==> config.mk <==
export PLATFORM = sky130hd
export DESIGN_NAME = spi_cmd_frontend
export DESIGN_NICKNAME = d
export VERILOG_FILES = /design/src/rtl/spi_fe_pkg.sv /design/src/rtl/fe_fifo.sv /design/src/rtl/fe_irq.sv /design/src/rtl/spi_cmd_frontend.sv
export SDC_FILE = /design/constraint.sdc
export NUM_CORES = 1
export LEC_CHECK = 0
export ABC_AREA = 1
export BUFFER_PORTS_ARGS = -buffer_cell sky130_fd_sc_hd__buf_2
export CAP_MARGIN = 10
export CORE_MARGIN = 5
export CORE_UTILIZATION = 35
export CTS_BUF_LIST = sky130_fd_sc_hd__clkbuf_16
export DETAILED_ROUTE_END_ITERATION = 8
export PLACE_DENSITY_LB_ADDON = 0.15
export SLEW_MARGIN = 0
export SYNTH_ARGS = -nofsm -noshare
export SYNTH_HDL_FRONTEND = slang
export SYNTH_SLANG_ARGS = --single-unit
export TNS_END_PERCENT = 100
==> constraint.sdc <==
create_clock -name clk_i -period 3 [get_ports clk_i]
set_input_delay 0.6 -clock clk_i [delete_from_list [all_inputs] [get_ports clk_i]]
set_output_delay 0.6 -clock clk_i [all_outputs]
set_load 0.005 [all_outputs]
==> src/rtl/spi_fe_pkg.sv <==
package spi_fe_pkg;
  localparam int unsigned ADDR_W = 8;
  localparam int unsigned REG_W  = 32;
  localparam int unsigned IRQ_N  = 4;

  localparam logic [ADDR_W-1:0] A_VER      = 8'h00;
  localparam logic [ADDR_W-1:0] A_SRST     = 8'h40;
  localparam logic [ADDR_W-1:0] A_IRQ_EN   = 8'h80;
  localparam logic [ADDR_W-1:0] A_IRQ_PEND = 8'h84;
  localparam logic [ADDR_W-1:0] A_IRQ_SRC  = 8'h88;
  localparam logic [ADDR_W-1:0] A_SYNC_ID  = 8'hC0;
  localparam logic [ADDR_W-1:0] A_CMD_ROOM = 8'hD0;
  localparam logic [ADDR_W-1:0] A_TX_ROOM  = 8'hD4;
  localparam logic [ADDR_W-1:0] A_RX_LVL   = 8'hD8;
  localparam logic [ADDR_W-1:0] A_CMD_PUSH = 8'hE0;
  localparam logic [ADDR_W-1:0] A_TX_PUSH  = 8'hE4;
  localparam logic [ADDR_W-1:0] A_RX_POP   = 8'hE8;
  localparam logic [ADDR_W-1:0] A_RX_PEEK  = 8'hEC;

  localparam int unsigned IRQ_CMD_LOW = 0;
  localparam int unsigned IRQ_TX_LOW  = 1;
  localparam int unsigned IRQ_RX_HIGH = 2;
  localparam int unsigned IRQ_SYNC    = 3;

  localparam logic [7:0] VER_MAJOR = 8'd1;
endpackage

==> src/rtl/fe_fifo.sv <==
module fe_fifo #(
  parameter int unsigned WIDTH = 8,
  parameter int unsigned DEPTH = 16,
  localparam int unsigned AW = (DEPTH > 1) ? $clog2(DEPTH) : 1,
  localparam int unsigned CW = $clog2(DEPTH + 1)
) (
  input  logic             clk_i,
  input  logic             rst_ni,
  input  logic             push_i,
  input  logic [WIDTH-1:0] data_i,
  input  logic             pop_i,
  output logic [WIDTH-1:0] data_o,
  output logic [CW-1:0]    count_o,
  output logic             full_o,
  output logic             empty_o
);
  logic [WIDTH-1:0] mem [DEPTH];
  logic [AW-1:0]    wr_ptr, rd_ptr;
  logic [CW-1:0]    cnt;
  logic             push_ok, pop_ok;

  assign full_o  = (cnt == CW'(DEPTH));
  assign empty_o = (cnt == '0);
  assign push_ok = push_i && !full_o;
  assign pop_ok  = pop_i && !empty_o;
  assign count_o = cnt;
  assign data_o  = empty_o ? '0 : mem[rd_ptr];

  always_ff @(posedge clk_i) begin
    if (push_ok) mem[wr_ptr] <= data_i;
  end

  always_ff @(posedge clk_i or negedge rst_ni) begin
    if (!rst_ni) begin
      wr_ptr <= '0;
      rd_ptr <= '0;
      cnt    <= '0;
    end else begin
      if (push_ok) wr_ptr <= (wr_ptr == AW'(DEPTH - 1)) ? '0 : wr_ptr + 1'b1;
      if (pop_ok)  rd_ptr <= (rd_ptr == AW'(DEPTH - 1)) ? '0 : rd_ptr + 1'b1;
      case ({push_ok, pop_ok})
        2'b10:   cnt <= cnt + 1'b1;
        2'b01:   cnt <= cnt - 1'b1;
        default: cnt <= cnt;
      endcase
    end
  end

  p_cnt_bound_r8: assert property (@(posedge clk_i) disable iff (!rst_ni)
    count_o <= CW'(DEPTH));
  p_full_drop_r8: assert property (@(posedge clk_i) disable iff (!rst_ni)
    (full_o && push_i && !pop_i) |=> (count_o == $past(count_o)));
  p_empty_pop_r10: assert property (@(posedge clk_i) disable iff (!rst_ni)
    (empty_o && pop_i && !push_i) |=> empty_o);
endmodule

==> src/rtl/fe_irq.sv <==
module fe_irq #(
  parameter int unsigned N = 4
) (
  input  logic         clk_i,
  input  logic         rst_ni,
  input  logic [N-1:0] set_i,
  input  logic [N-1:0] clr_i,
  input  logic         en_we_i,
  input  logic [N-1:0] en_d_i,
  output logic [N-1:0] en_o,
  output logic [N-1:0] pend_o,
  output logic         irq_o
);
  logic [N-1:0] en_q, pend_q;

  always_ff @(posedge clk_i or negedge rst_ni) begin
    if (!rst_ni) begin
      en_q   <= '0;
      pend_q <= '0;
    end else begin
      if (en_we_i) en_q <= en_d_i;
      // set has priority over write-one-to-clear
      pend_q <= (pend_q & ~clr_i) | set_i;
    end
  end

  assign en_o   = en_q;
  assign pend_o = pend_q;
  assign irq_o  = |(pend_q & en_q);

  p_set_wins_r5: assert property (@(posedge clk_i) disable iff (!rst_ni)
    (|set_i) |=> ((pend_o & $past(set_i)) == $past(set_i)));
  p_clear_r5: assert property (@(posedge clk_i) disable iff (!rst_ni)
    (|(clr_i & ~set_i)) |=> ((pend_o & $past(clr_i & ~set_i)) == '0));
  p_irq_gated_r6: assert property (@(posedge clk_i) disable iff (!rst_ni)
    irq_o |-> (|en_o));
endmodule

==> src/rtl/spi_cmd_frontend.sv <==
module spi_cmd_frontend
  import spi_fe_pkg::*;
#(
  parameter int unsigned CMD_W     = 16,
  parameter int unsigned DATA_W    = 8,
  parameter int unsigned SYNC_W    = 8,
  parameter int unsigned CMD_DEPTH = 16,
  parameter int unsigned TX_DEPTH  = 16,
  parameter int unsigned RX_DEPTH  = 16,
  parameter int unsigned CMD_AE    = CMD_DEPTH / 4,
  parameter int unsigned TX_AE     = TX_DEPTH / 4,
  parameter int unsigned RX_AF     = RX_DEPTH / 4,
  parameter logic [7:0]  VER_MINOR = 8'h00,
  parameter logic [7:0]  VER_PATCH = 8'h61
) (
  input  logic              clk_i,
  input  logic              rst_ni,
  input  logic              wr_en_i,
  input  logic [7:0]        wr_addr_i,
  input  logic [31:0]       wr_data_i,
  input  logic              rd_en_i,
  input  logic [7:0]        rd_addr_i,
  output logic [31:0]       rd_data_o,
  output logic              irq_o,
  output logic              core_rst_o,
  output logic              cmd_valid_o,
  output logic [CMD_W-1:0]  cmd_data_o,
  input  logic              cmd_pop_i,
  output logic              tx_valid_o,
  output logic [DATA_W-1:0] tx_data_o,
  input  logic              tx_pop_i,
  output logic              rx_ready_o,
  input  logic              rx_push_i,
  input  logic [DATA_W-1:0] rx_data_i,
  input  logic              sync_evt_i,
  input  logic [SYNC_W-1:0] sync_id_i
);
  localparam int unsigned CCW = $clog2(CMD_DEPTH + 1);
  localparam int unsigned TCW = $clog2(TX_DEPTH + 1);
  localparam int unsigned RCW = $clog2(RX_DEPTH + 1);
  localparam int unsigned RX_HI = RX_DEPTH - RX_AF;

  logic [CCW-1:0]    cmd_cnt;
  logic [TCW-1:0]    tx_cnt;
  logic [RCW-1:0]    rx_cnt;
  logic              cmd_empty, tx_empty, rx_empty, rx_full;
  logic              unused_cmd_full, unused_tx_full;
  logic [DATA_W-1:0] rx_head;
  logic              cmd_push, tx_push, rx_pop;
  logic [IRQ_N-1:0]  cond, irq_set, irq_clr, irq_en, irq_pend;
  logic              srst_q;
  logic [SYNC_W-1:0] sync_q;
  logic [31:0]       rd_val;
  logic              unused_wdata;

  assign unused_wdata = ^wr_data_i[31:CMD_W];

  assign cmd_push = wr_en_i && (wr_addr_i == A_CMD_PUSH);
  assign tx_push  = wr_en_i && (wr_addr_i == A_TX_PUSH);
  assign rx_pop   = rd_en_i && (rd_addr_i == A_RX_POP);

  fe_fifo #(.WIDTH(CMD_W), .DEPTH(CMD_DEPTH)) u_cmd_fifo (
    .clk_i, .rst_ni,
    .push_i (cmd_push), .data_i (wr_data_i[CMD_W-1:0]),
    .pop_i  (cmd_pop_i), .data_o (cmd_data_o),
    .count_o(cmd_cnt), .full_o (unused_cmd_full), .empty_o(cmd_empty)
  );

  fe_fifo #(.WIDTH(DATA_W), .DEPTH(TX_DEPTH)) u_tx_fifo (
    .clk_i, .rst_ni,
    .push_i (tx_push), .data_i (wr_data_i[DATA_W-1:0]),
    .pop_i  (tx_pop_i), .data_o (tx_data_o),
    .count_o(tx_cnt), .full_o (unused_tx_full), .empty_o(tx_empty)
  );

  fe_fifo #(.WIDTH(DATA_W), .DEPTH(RX_DEPTH)) u_rx_fifo (
    .clk_i, .rst_ni,
    .push_i (rx_push_i), .data_i (rx_data_i),
    .pop_i  (rx_pop), .data_o (rx_head),
    .count_o(rx_cnt), .full_o (rx_full), .empty_o(rx_empty)
  );

  assign cmd_valid_o = !cmd_empty;
  assign tx_valid_o  = !tx_empty;
  assign rx_ready_o  = !rx_full;

  // raw conditions, before pending and enable
  always_comb begin
    cond              = '0;
    cond[IRQ_CMD_LOW] = (cmd_cnt <= CCW'(CMD_AE));
    cond[IRQ_TX_LOW]  = (tx_cnt  <= TCW'(TX_AE));
    cond[IRQ_RX_HIGH] = (rx_cnt  >= RCW'(RX_HI));
  end

  always_comb begin
    irq_set           = cond;
    irq_set[IRQ_SYNC] = sync_evt_i;
    irq_clr = (wr_en_i && wr_addr_i == A_IRQ_PEND) ? wr_data_i[IRQ_N-1:0] : '0;
  end

  fe_irq #(.N(IRQ_N)) u_irq (
    .clk_i, .rst_ni,
    .set_i  (irq_set),
    .clr_i  (irq_clr),
    .en_we_i(wr_en_i && wr_addr_i == A_IRQ_EN),
    .en_d_i (wr_data_i[IRQ_N-1:0]),
    .en_o   (irq_en),
    .pend_o (irq_pend),
    .irq_o  (irq_o)
  );

  always_ff @(posedge clk_i or negedge rst_ni) begin
    if (!rst_ni) begin
      srst_q <= 1'b1;
      sync_q <= '0;
    end else begin
      if (wr_en_i && wr_addr_i == A_SRST) srst_q <= wr_data_i[0];
      if (sync_evt_i) sync_q <= sync_id_i;
    end
  end
  assign core_rst_o = srst_q;

  always_comb begin
    rd_val = '0;
    unique case (rd_addr_i)
      A_VER:      rd_val = {8'h00, VER_MAJOR, VER_MINOR, VER_PATCH};
      A_SRST:     rd_val = 32'(srst_q);
      A_IRQ_EN:   rd_val = 32'(irq_en);
      A_IRQ_PEND: rd_val = 32'(irq_pend);
      A_IRQ_SRC:  rd_val = 32'({irq_pend[IRQ_SYNC], cond[IRQ_SYNC-1:0]});
      A_SYNC_ID:  rd_val = 32'(sync_q);
      A_CMD_ROOM: rd_val = 32'(CCW'(CMD_DEPTH) - cmd_cnt);
      A_TX_ROOM:  rd_val = 32'(TCW'(TX_DEPTH) - tx_cnt);
      A_RX_LVL:   rd_val = 32'(rx_cnt);
      A_RX_POP,
      A_RX_PEEK:  rd_val = 32'(rx_head);
      default:    rd_val = '0;
    endcase
  end

  always_ff @(posedge clk_i or negedge rst_ni) begin
    if (!rst_ni)      rd_data_o <= '0;
    else if (rd_en_i) rd_data_o <= rd_val;
  end

  p_ver_major_r1: assert property (@(posedge clk_i) disable iff (!rst_ni)
    (rd_en_i && rd_addr_i == A_VER) |=> (rd_data_o[23:16] == 8'd1));
  p_rx_empty_zero_r10: assert property (@(posedge clk_i) disable iff (!rst_ni)
    (rx_pop && rx_empty) |=> (rd_data_o == '0));
  p_peek_keeps_r11: assert property (@(posedge clk_i) disable iff (!rst_ni)
    (rd_en_i && rd_addr_i == A_RX_PEEK && !rx_push_i) |=> (rx_cnt == $past(rx_cnt)));
  p_sync_pend_r7: assert property (@(posedge clk_i) disable iff (!rst_ni)
    sync_evt_i |=> irq_pend[IRQ_SYNC]);
endmodule

# ---- Word-level counts from Yosys, hierarchy flattened
# Memories as Yosys holds them, arrays and structs flattened.
# Index checks and enable logic that the tools add are counted.
dict set report totals {
  memories 3
  register_bits 88
  ram_bits 512
  wordCells 115
  out_inout_bits 61
  input_bits 72
}
dict set report op_classes {
  muxes 20
  n_reduce_logical 27
  magnitude_cmp 3
  n_bitwise 4
  n_eq_ne 30
  add_sub_neg 14
}
# name words width rd rd_clocked_by_memory_dff write_ports line
set mem_list {}
lappend mem_list {u_cmd_fifo.mem 16 16 1 0 1 fe_fifo.sv:17} ;# logic [WIDTH-1:0] mem [DEPTH];
lappend mem_list {u_rx_fifo.mem 16 8 1 0 1 fe_fifo.sv:17}
lappend mem_list {u_tx_fifo.mem 16 8 1 0 1 fe_fifo.sv:17}
# cell n
set op_table {}
lappend op_table {{32-bit one-hot mux with 10 select lines} 1}
lappend op_table {{8-bit equality test (second input constant)} 13}
lappend op_table {{5-bit one-hot mux with 2 select lines} 3}
lappend op_table {{4-bit two-way mux} 7}
lappend op_table {{4-bit by 1-bit adder with 4-bit output (second input constant)} 6}
lappend op_table {{4-bit equality test (second input constant)} 6}
lappend op_table {{8-bit by 7-bit equality test with 1-bit output (second input constant)} 2}
lappend op_table {{16-bit two-way mux} 1}
lappend op_table {{8-bit two-way mux} 2}
lappend op_table {{5-bit by 1-bit adder with 5-bit output (second input constant)} 3}
lappend op_table {{5-bit equality test (second input constant)} 3}
lappend op_table {{5-bit logical NOT} 3}
lappend op_table {{5-bit by 1-bit subtractor with 5-bit output (second input constant)} 3}
lappend op_table {{1-bit logical AND} 12}
lappend op_table {{5-bit by 5-bit subtractor with 6-bit output (first input constant)} 2}
lappend op_table {{5-bit by 3-bit <= comparator with 1-bit output (second input constant)} 2}
lappend op_table {{4-bit AND} 2}
lappend op_table {{8-bit logical NOT} 1}
lappend op_table {{2-bit by 1-bit equality test with 1-bit output (second input constant)} 3}
lappend op_table {{2-bit equality test (second input constant)} 3}
lappend op_table {{1-bit logical NOT} 6}
lappend op_table {{1-bit two-way mux} 6}
lappend op_table {{2-bit nonzero test} 3}
lappend op_table {{5-bit by 4-bit greater-or-equal comparator with 1-bit output (second input constant)} 1}
lappend op_table {{other kinds (4)} 4}

# ---- Logic depth before layout (Yosys ltp)
dict set report depth {
  word_depth 6
  depth_mapped 20
  mapped_depth_nobuf 19
}

# ---- Hierarchy
# From an unflattened synthesis, not the netlist that was laid out.
dict set report unflattened {
  hier_cells 2444
  hier_area_um2 25489.4
}
# mod area_each_um2 n_inst seq_area_each_um2 cells_each
set modules_own_cells {}
lappend modules_own_cells {{fe_fifo at u_rx_fifo ...} 6083.3 2 4169.0 560}
lappend modules_own_cells {{fe_fifo at u_cmd_fifo} 11183.2 1 8012.7 989}
lappend modules_own_cells {spi_cmd_frontend 1810.5 1 476.7 298}
lappend modules_own_cells {fe_irq 329.1 1 200.2 37}

# ---- Worst setup path before layout
# No wires, ideal clock.
dict set report synth_path {
  kind {reg-to-reg}
  start {reg u_tx_fifo.cnt[0], in the netlist u_tx_fifo.count_o[0]}
  end {reg u_tx_fifo.cnt[4], in the netlist u_tx_fifo.count_o[4]}
  path_stages_with_launch 21
  path_buffers 1
  required_ns 2.884
  arrival_ns 2.705
  setup_ns 0.116
  path_slack_ns 0.179
  period_less_slack_ns 2.821
  path_cell_list {dfrtp_1 inv_1 ha_1 nand2_1 nor2_1 ha_1 clkbuf_1 inv_1 nand2_1 inv_1 ha_1 xor2_1 ha_1 a21o_1 nand2_1 nand2_1 nand2_1 nand2_1 xor2_1 nand2_1 nand2_1}
}
dict set report synth_via {
  elab_chain_len 5
  word_cells_on_any_way 12
  cone_classes {2 x add/sub; 3 x eq/ne; 1 x mux; 6 x reduce/logical}
}
# item line
set synth_lines {}
lappend synth_lines {{start, declared} fe_fifo.sv:19} ;# logic [CW-1:0] cnt;
lappend synth_lines {{start signal, assigned} fe_fifo.sv:42} ;# 2'b10: cnt <= cnt + 1'b1;
lappend synth_lines {{start signal, assigned} fe_fifo.sv:43} ;# 2'b01: cnt <= cnt - 1'b1;
lappend synth_lines {{start signal, assigned} fe_fifo.sv:44} ;# default: cnt <= cnt;
lappend synth_lines {{5-bit logical NOT *} fe_fifo.sv:23} ;# assign empty_o = (cnt == '0);
lappend synth_lines {{1-bit logical NOT *} --}
lappend synth_lines {{via tx_valid_o} spi_cmd_frontend.sv:29} ;# output logic tx_valid_o,
lappend synth_lines {{1-bit logical AND *} fe_fifo.sv:25} ;# assign pop_ok = pop_i && !empty_o;
lappend synth_lines {{via u_tx_fifo.pop_ok} fe_fifo.sv:20} ;# logic push_ok, pop_ok;
lappend synth_lines {{2-bit by 1-bit equality test with 1-bit output / 2-bit equality test (equally long branches)} fe_fifo.sv:41} ;# case ({push_ok, pop_ok})
lappend synth_lines {{5-bit one-hot mux with 2 select lines / 2-bit nonzero test (equally long branches)} --}
# Mark *: on every way through the listed nets, which the timed path passes. The rest lies on a longest branch.
# A chain may end at the register's enable or synchronous reset.

# ---- Worst setup path after layout
dict set report layout_path {
  start {reg u_cmd_fifo.rd_ptr[0]}
  end {out cmd_data_o[1]}
}
dict set report layout_via {
  elab_chain_len 2
}
# item line
set layout_lines {}
lappend layout_lines {{start, declared} fe_fifo.sv:18} ;# logic [AW-1:0] wr_ptr, rd_ptr;
lappend layout_lines {{start signal, assigned} fe_fifo.sv:40} ;# if (pop_ok) rd_ptr <= (rd_ptr == AW'(DEPTH - 1)) ? '0 : rd_ptr + 1'b1;
lappend layout_lines {{memory read 16 x 16 bit} --}
lappend layout_lines {{16-bit two-way mux} fe_fifo.sv:27} ;# assign data_o = empty_o ? '0 : mem[rd_ptr];
lappend layout_lines {{end, declared} spi_cmd_frontend.sv:27} ;# output logic [CMD_W-1:0] cmd_data_o,
# Every way passes these cells.

==> results_dict.tcl <==
set metrics [dict create \
    mostFrequentLayoutCells "512 x edfxtp_1, 354 x nor2_1, 352 x nand2_1, 216 x o21ai_0, 112 x buf_2" \
    htree_levels 2 \
    slew_headroom 0.4573 \
    min_to "sync_q[3]" \
    crit_top_cell "buf_12" \
    async_flop_share 0.1142 \
    path_max_fanout 8 \
    postLayoutCoreUtil 0.4309 \
    finClkSkew_ns 0.03545 \
    violations "setup timing" \
    nNetsFinal 2485 \
    clockRootBuffer "clkbuf_16" \
    p_leak_nw 11.16 \
    wl_per_cell_um 20.56 \
    num_vias 16890 \
    critPathKind "flip-flop to primary output" \
    final_common_cell "edfxtp_1" \
    min_period_over_period 1.011 \
    post-route-drc-count 0 \
    seqPwrFrac 0.363 \
    internal_power_mw 17.34 \
    dpl_cell_area_um2 26780 \
    rsz0062_at_grt "yes" \
    critPathTopFamily "buffers and inverters" \
    synthTopCellsByArea "edfxtp_1 62%, dfrtp_1 6.6%, nor2_1 5.8%" \
    finalCriticalPeriod_ns 3.033 \
    cts_tree "yes" \
    ant_nets 0 \
    hp-class "primary input to flip-flop" \
    synth_fp_nets 2270 \
    hold_depth 3 \
    core_area_um2 69910 \
    fp.dieH_um 275.4 \
    drive_above_1_share 0.1845 \
    start_util 0.3526 \
    clock_latency_ns 0.64 \
    ioPinCount 133 \
    grt_max_degree 74 \
    via_per_inst 5.008 \
    clockBufferDepth 3 \
    clkPwrFrac 0.283 \
    cts_sinks 578 \
    fin_ws_ns -0.03305 \
    fin_tns_setup_ns -0.04570 \
    drt_wl_total_um 69360 \
    nFillCells 6578 \
    switchingPower_mw 8.903 \
    crit_chain "buf_12 > buf_12 > buf_16 > buf_12 > o21ai_2 > o211ai_1 > nand3_1 > a31oi_4 > buf_2" \
    yosysSeqAreaShare 0.6908 \
    timing.critical_path.slowest_stage_cell "dfrtp_4" \
    r2r_cells 16 \
    avgSynthCellArea_um2 11.38 \
    cts_made_buffers 61 \
    netlist.area_leader.share 0.6238 \
    portBuffers 116 \
    reg2reg_slack_ns 0.23 \
    synth-seq-cells 578 \
    start_kind "flip-flop" \
    hold_viol_final 0 \
    synth_ff_type "edfxtp_1" \
    core.rowCount 97 \
    vdd_drop_max_uv 567.3 \
    max_freq_mhz 329.7 \
    whs_ns 0.1855 \
    synth_edf_count 512 \
    grt.overflow.total 0 \
    synthesis.instances 2166 \
    critPathBufInv 5 \
    status "finished with violations" \
    max_stage_delay_ns 0.43 \
    clk_pin_slew_worst_paths_ns 0.06 \
    combPwrFrac 0.354 \
    antennaDiodeCount 0 \
    place_congestion 0.8343 \
    min-delay-start "sync_id_i[3]" \
    grt_pass1_vias 16390 \
    syn_area_um2 24650 \
    grt_pass1_wl_um 101100 \
    power.total_mw 26.24 \
    post-route-cell-area_um2 30120 \
    die_width_um 275.4 \
    cp.required_ns 2.40 \
    p_sw_frac 0.3393 \
    dr.pass1.iters 5 \
    syn_to_final_growth_pct 22.21 \
    tightest_slew_ns 0.8140 \
    grt_usage 0.1741 \
    max_cap_violations 0 \
    power-per-cell-area_nw_per_um2 871.0 \
    hpwlAfterDp_um 40160 \
    r2r_end "u_cmd_fifo.count_o[4]" \
    cp-end-kind "primary output" \
    synth_warnings 0 \
    synth_largest_area_cell "edfxtp_1" \
    r2r_start "u_cmd_fifo.count_o[0]" \
    setup_viol 3 \
    die_area_um2 75830 \
    report.final.slew_viol_count 0 \
    drt_iter0_markers 1320 \
    crit_arrival_ns 2.43 \
    synth_cell_types 38 \
    antenna_found_initial 0 \
]
[metal layers]
metal	track usage	up-vias	wire length [um]
met1	0.2353	8394	30600
li1	-	8052	-
met2	0.2980	363	34350
met3	0.02599	84	2991
met5	0	-	0
met4	0.04147	0	1420
[flip-flops by register name, indices dropped and copies added, names as in the netlist]
signal / cells
u_rx_fifo.count_o: 5
u_rx_fifo.rd_ptr: 4
u_cmd_fifo.wr_ptr: 4
u_tx_fifo.count_o: 5
u_cmd_fifo.count_o: 5
u_cmd_fifo.rd_ptr: 4
sync_q: 8
u_rx_fifo.mem: 128
u_cmd_fifo.mem: 256
u_tx_fifo.mem: 128
u_tx_fifo.wr_ptr: 4
u_rx_fifo.wr_ptr: 4
u_tx_fifo.rd_ptr: 4
u_irq.en_o: 4
rd_data_o: 10
u_irq.pend_o: 4
core_rst_o: 1
[what timing repair did]
action | 4_1_cts | 5_1_grt
endpoints found under the setup margin | 24 | 26
pin swaps | 28 | 47
resized for setup | 83 | 86
hold buffers | 1 | 0
hold endpoints to repair | 33 | 0
gates cloned | 12 | 13
setup buffers | 19 | 10
[per-stage QoR]
stage / instances / worst slack (ns)
final: 3373 / -0.03305
after global routing: 3373 / -0.1338
after CTS: 3353 / -0.07694
after detailed placement: 3208 / 0.1517
after global placement: 3208 / 0.1807
after floorplan: 2166 / 0.1786
[synthesized netlist by cell type (all sizes together), types with 9 or more instances]
cell type and count:
nand4 9, nand2 356, dfrtp 65, o22ai 58, o211ai 56, o21ai 263
clkbuf 41, nand3 116, nor2 387, a21oi 23, a31oi 19, buf 79
ha 32, edfxtp 512, inv 107, xor2 20
[worst register-to-register path, stage by stage, from the launching register on]
cell and delay (ns):
dfrtp_1 0.34, inv_1 0.08, ha_1 0.21, nand2_1 0.11, nor2_2 0.05, ha_1 0.25
nor3_4 0.29, inv_1 0.10, ha_1 0.27, xor2_1 0.19, ha_1 0.20, a21o_1 0.17
nand3_1 0.09, o211ai_1 0.10, xor2_1 0.15, nand2_1 0.06, nand2_1 0.04
[layout make-up]
class	instances	area [um^2]	share of cell area
Inverter	110	456.7	0.01516
Timing Repair inverter	2	16.27	0.0005400
Multi-Input combinational cell	1358	6830	0.2268
Tap cell	940	1176	0.03904
Sequential cell	578	17040	0.5657
Timing Repair Buffer	270	2614	0.08677
Clock buffer	61	1526	0.05067
Clock inverter	54	461.7	0.01533
[cells by family (layout without fill, tap and decap cells)]
family / after synthesis / count (layout) / synth area share
adder cells (fa/ha/maj): 32 / 32 / 0.01624
buffers and inverters: 230 / 497 / 0.04345
AO/OA/AOI/OAI: 425 / 425 / 0.09660
flip-flops: 578 / 578 / 0.6908
XOR/XNOR: 26 / 26 / 0.009239
AND/OR/NAND/NOR: 875 / 875 / 0.1436
[power groups by stage]
stage | Clock [mW] | Sequential (mW) | Combinational (mW)
3_3_place_gp | 0 | 9.66 | 6.98
4_1_cts | 7.61 | 9.49 | 8.53
6_report | 7.42 | 9.53 | 9.29
2_1_floorplan | 0 | 9.52 | 4.29
5_1_grt | 7.95 | 9.57 | 10.1
3_5_place_dp | 0 | 9.67 | 7.04
[how the worst max path moves through the flow]
stage                         startpoint                   end  slack [ns]  cells past startpoint
global placement    u_tx_fifo.count_o[0]  u_tx_fifo.count_o[4]        0.18                     18
detailed placement  u_tx_fifo.count_o[0]  u_tx_fifo.count_o[4]        0.15                     18
CTS                 u_cmd_fifo.rd_ptr[0]         cmd_data_o[2]       -0.08                      9
global route        u_cmd_fifo.rd_ptr[1]         cmd_data_o[3]       -0.13                      8
floorplan           u_tx_fifo.count_o[0]  u_tx_fifo.count_o[4]        0.18                     20
finish              u_cmd_fifo.rd_ptr[0]         cmd_data_o[1]       -0.03                      9
No activity file was read; power rests on OpenSTA's default activity.
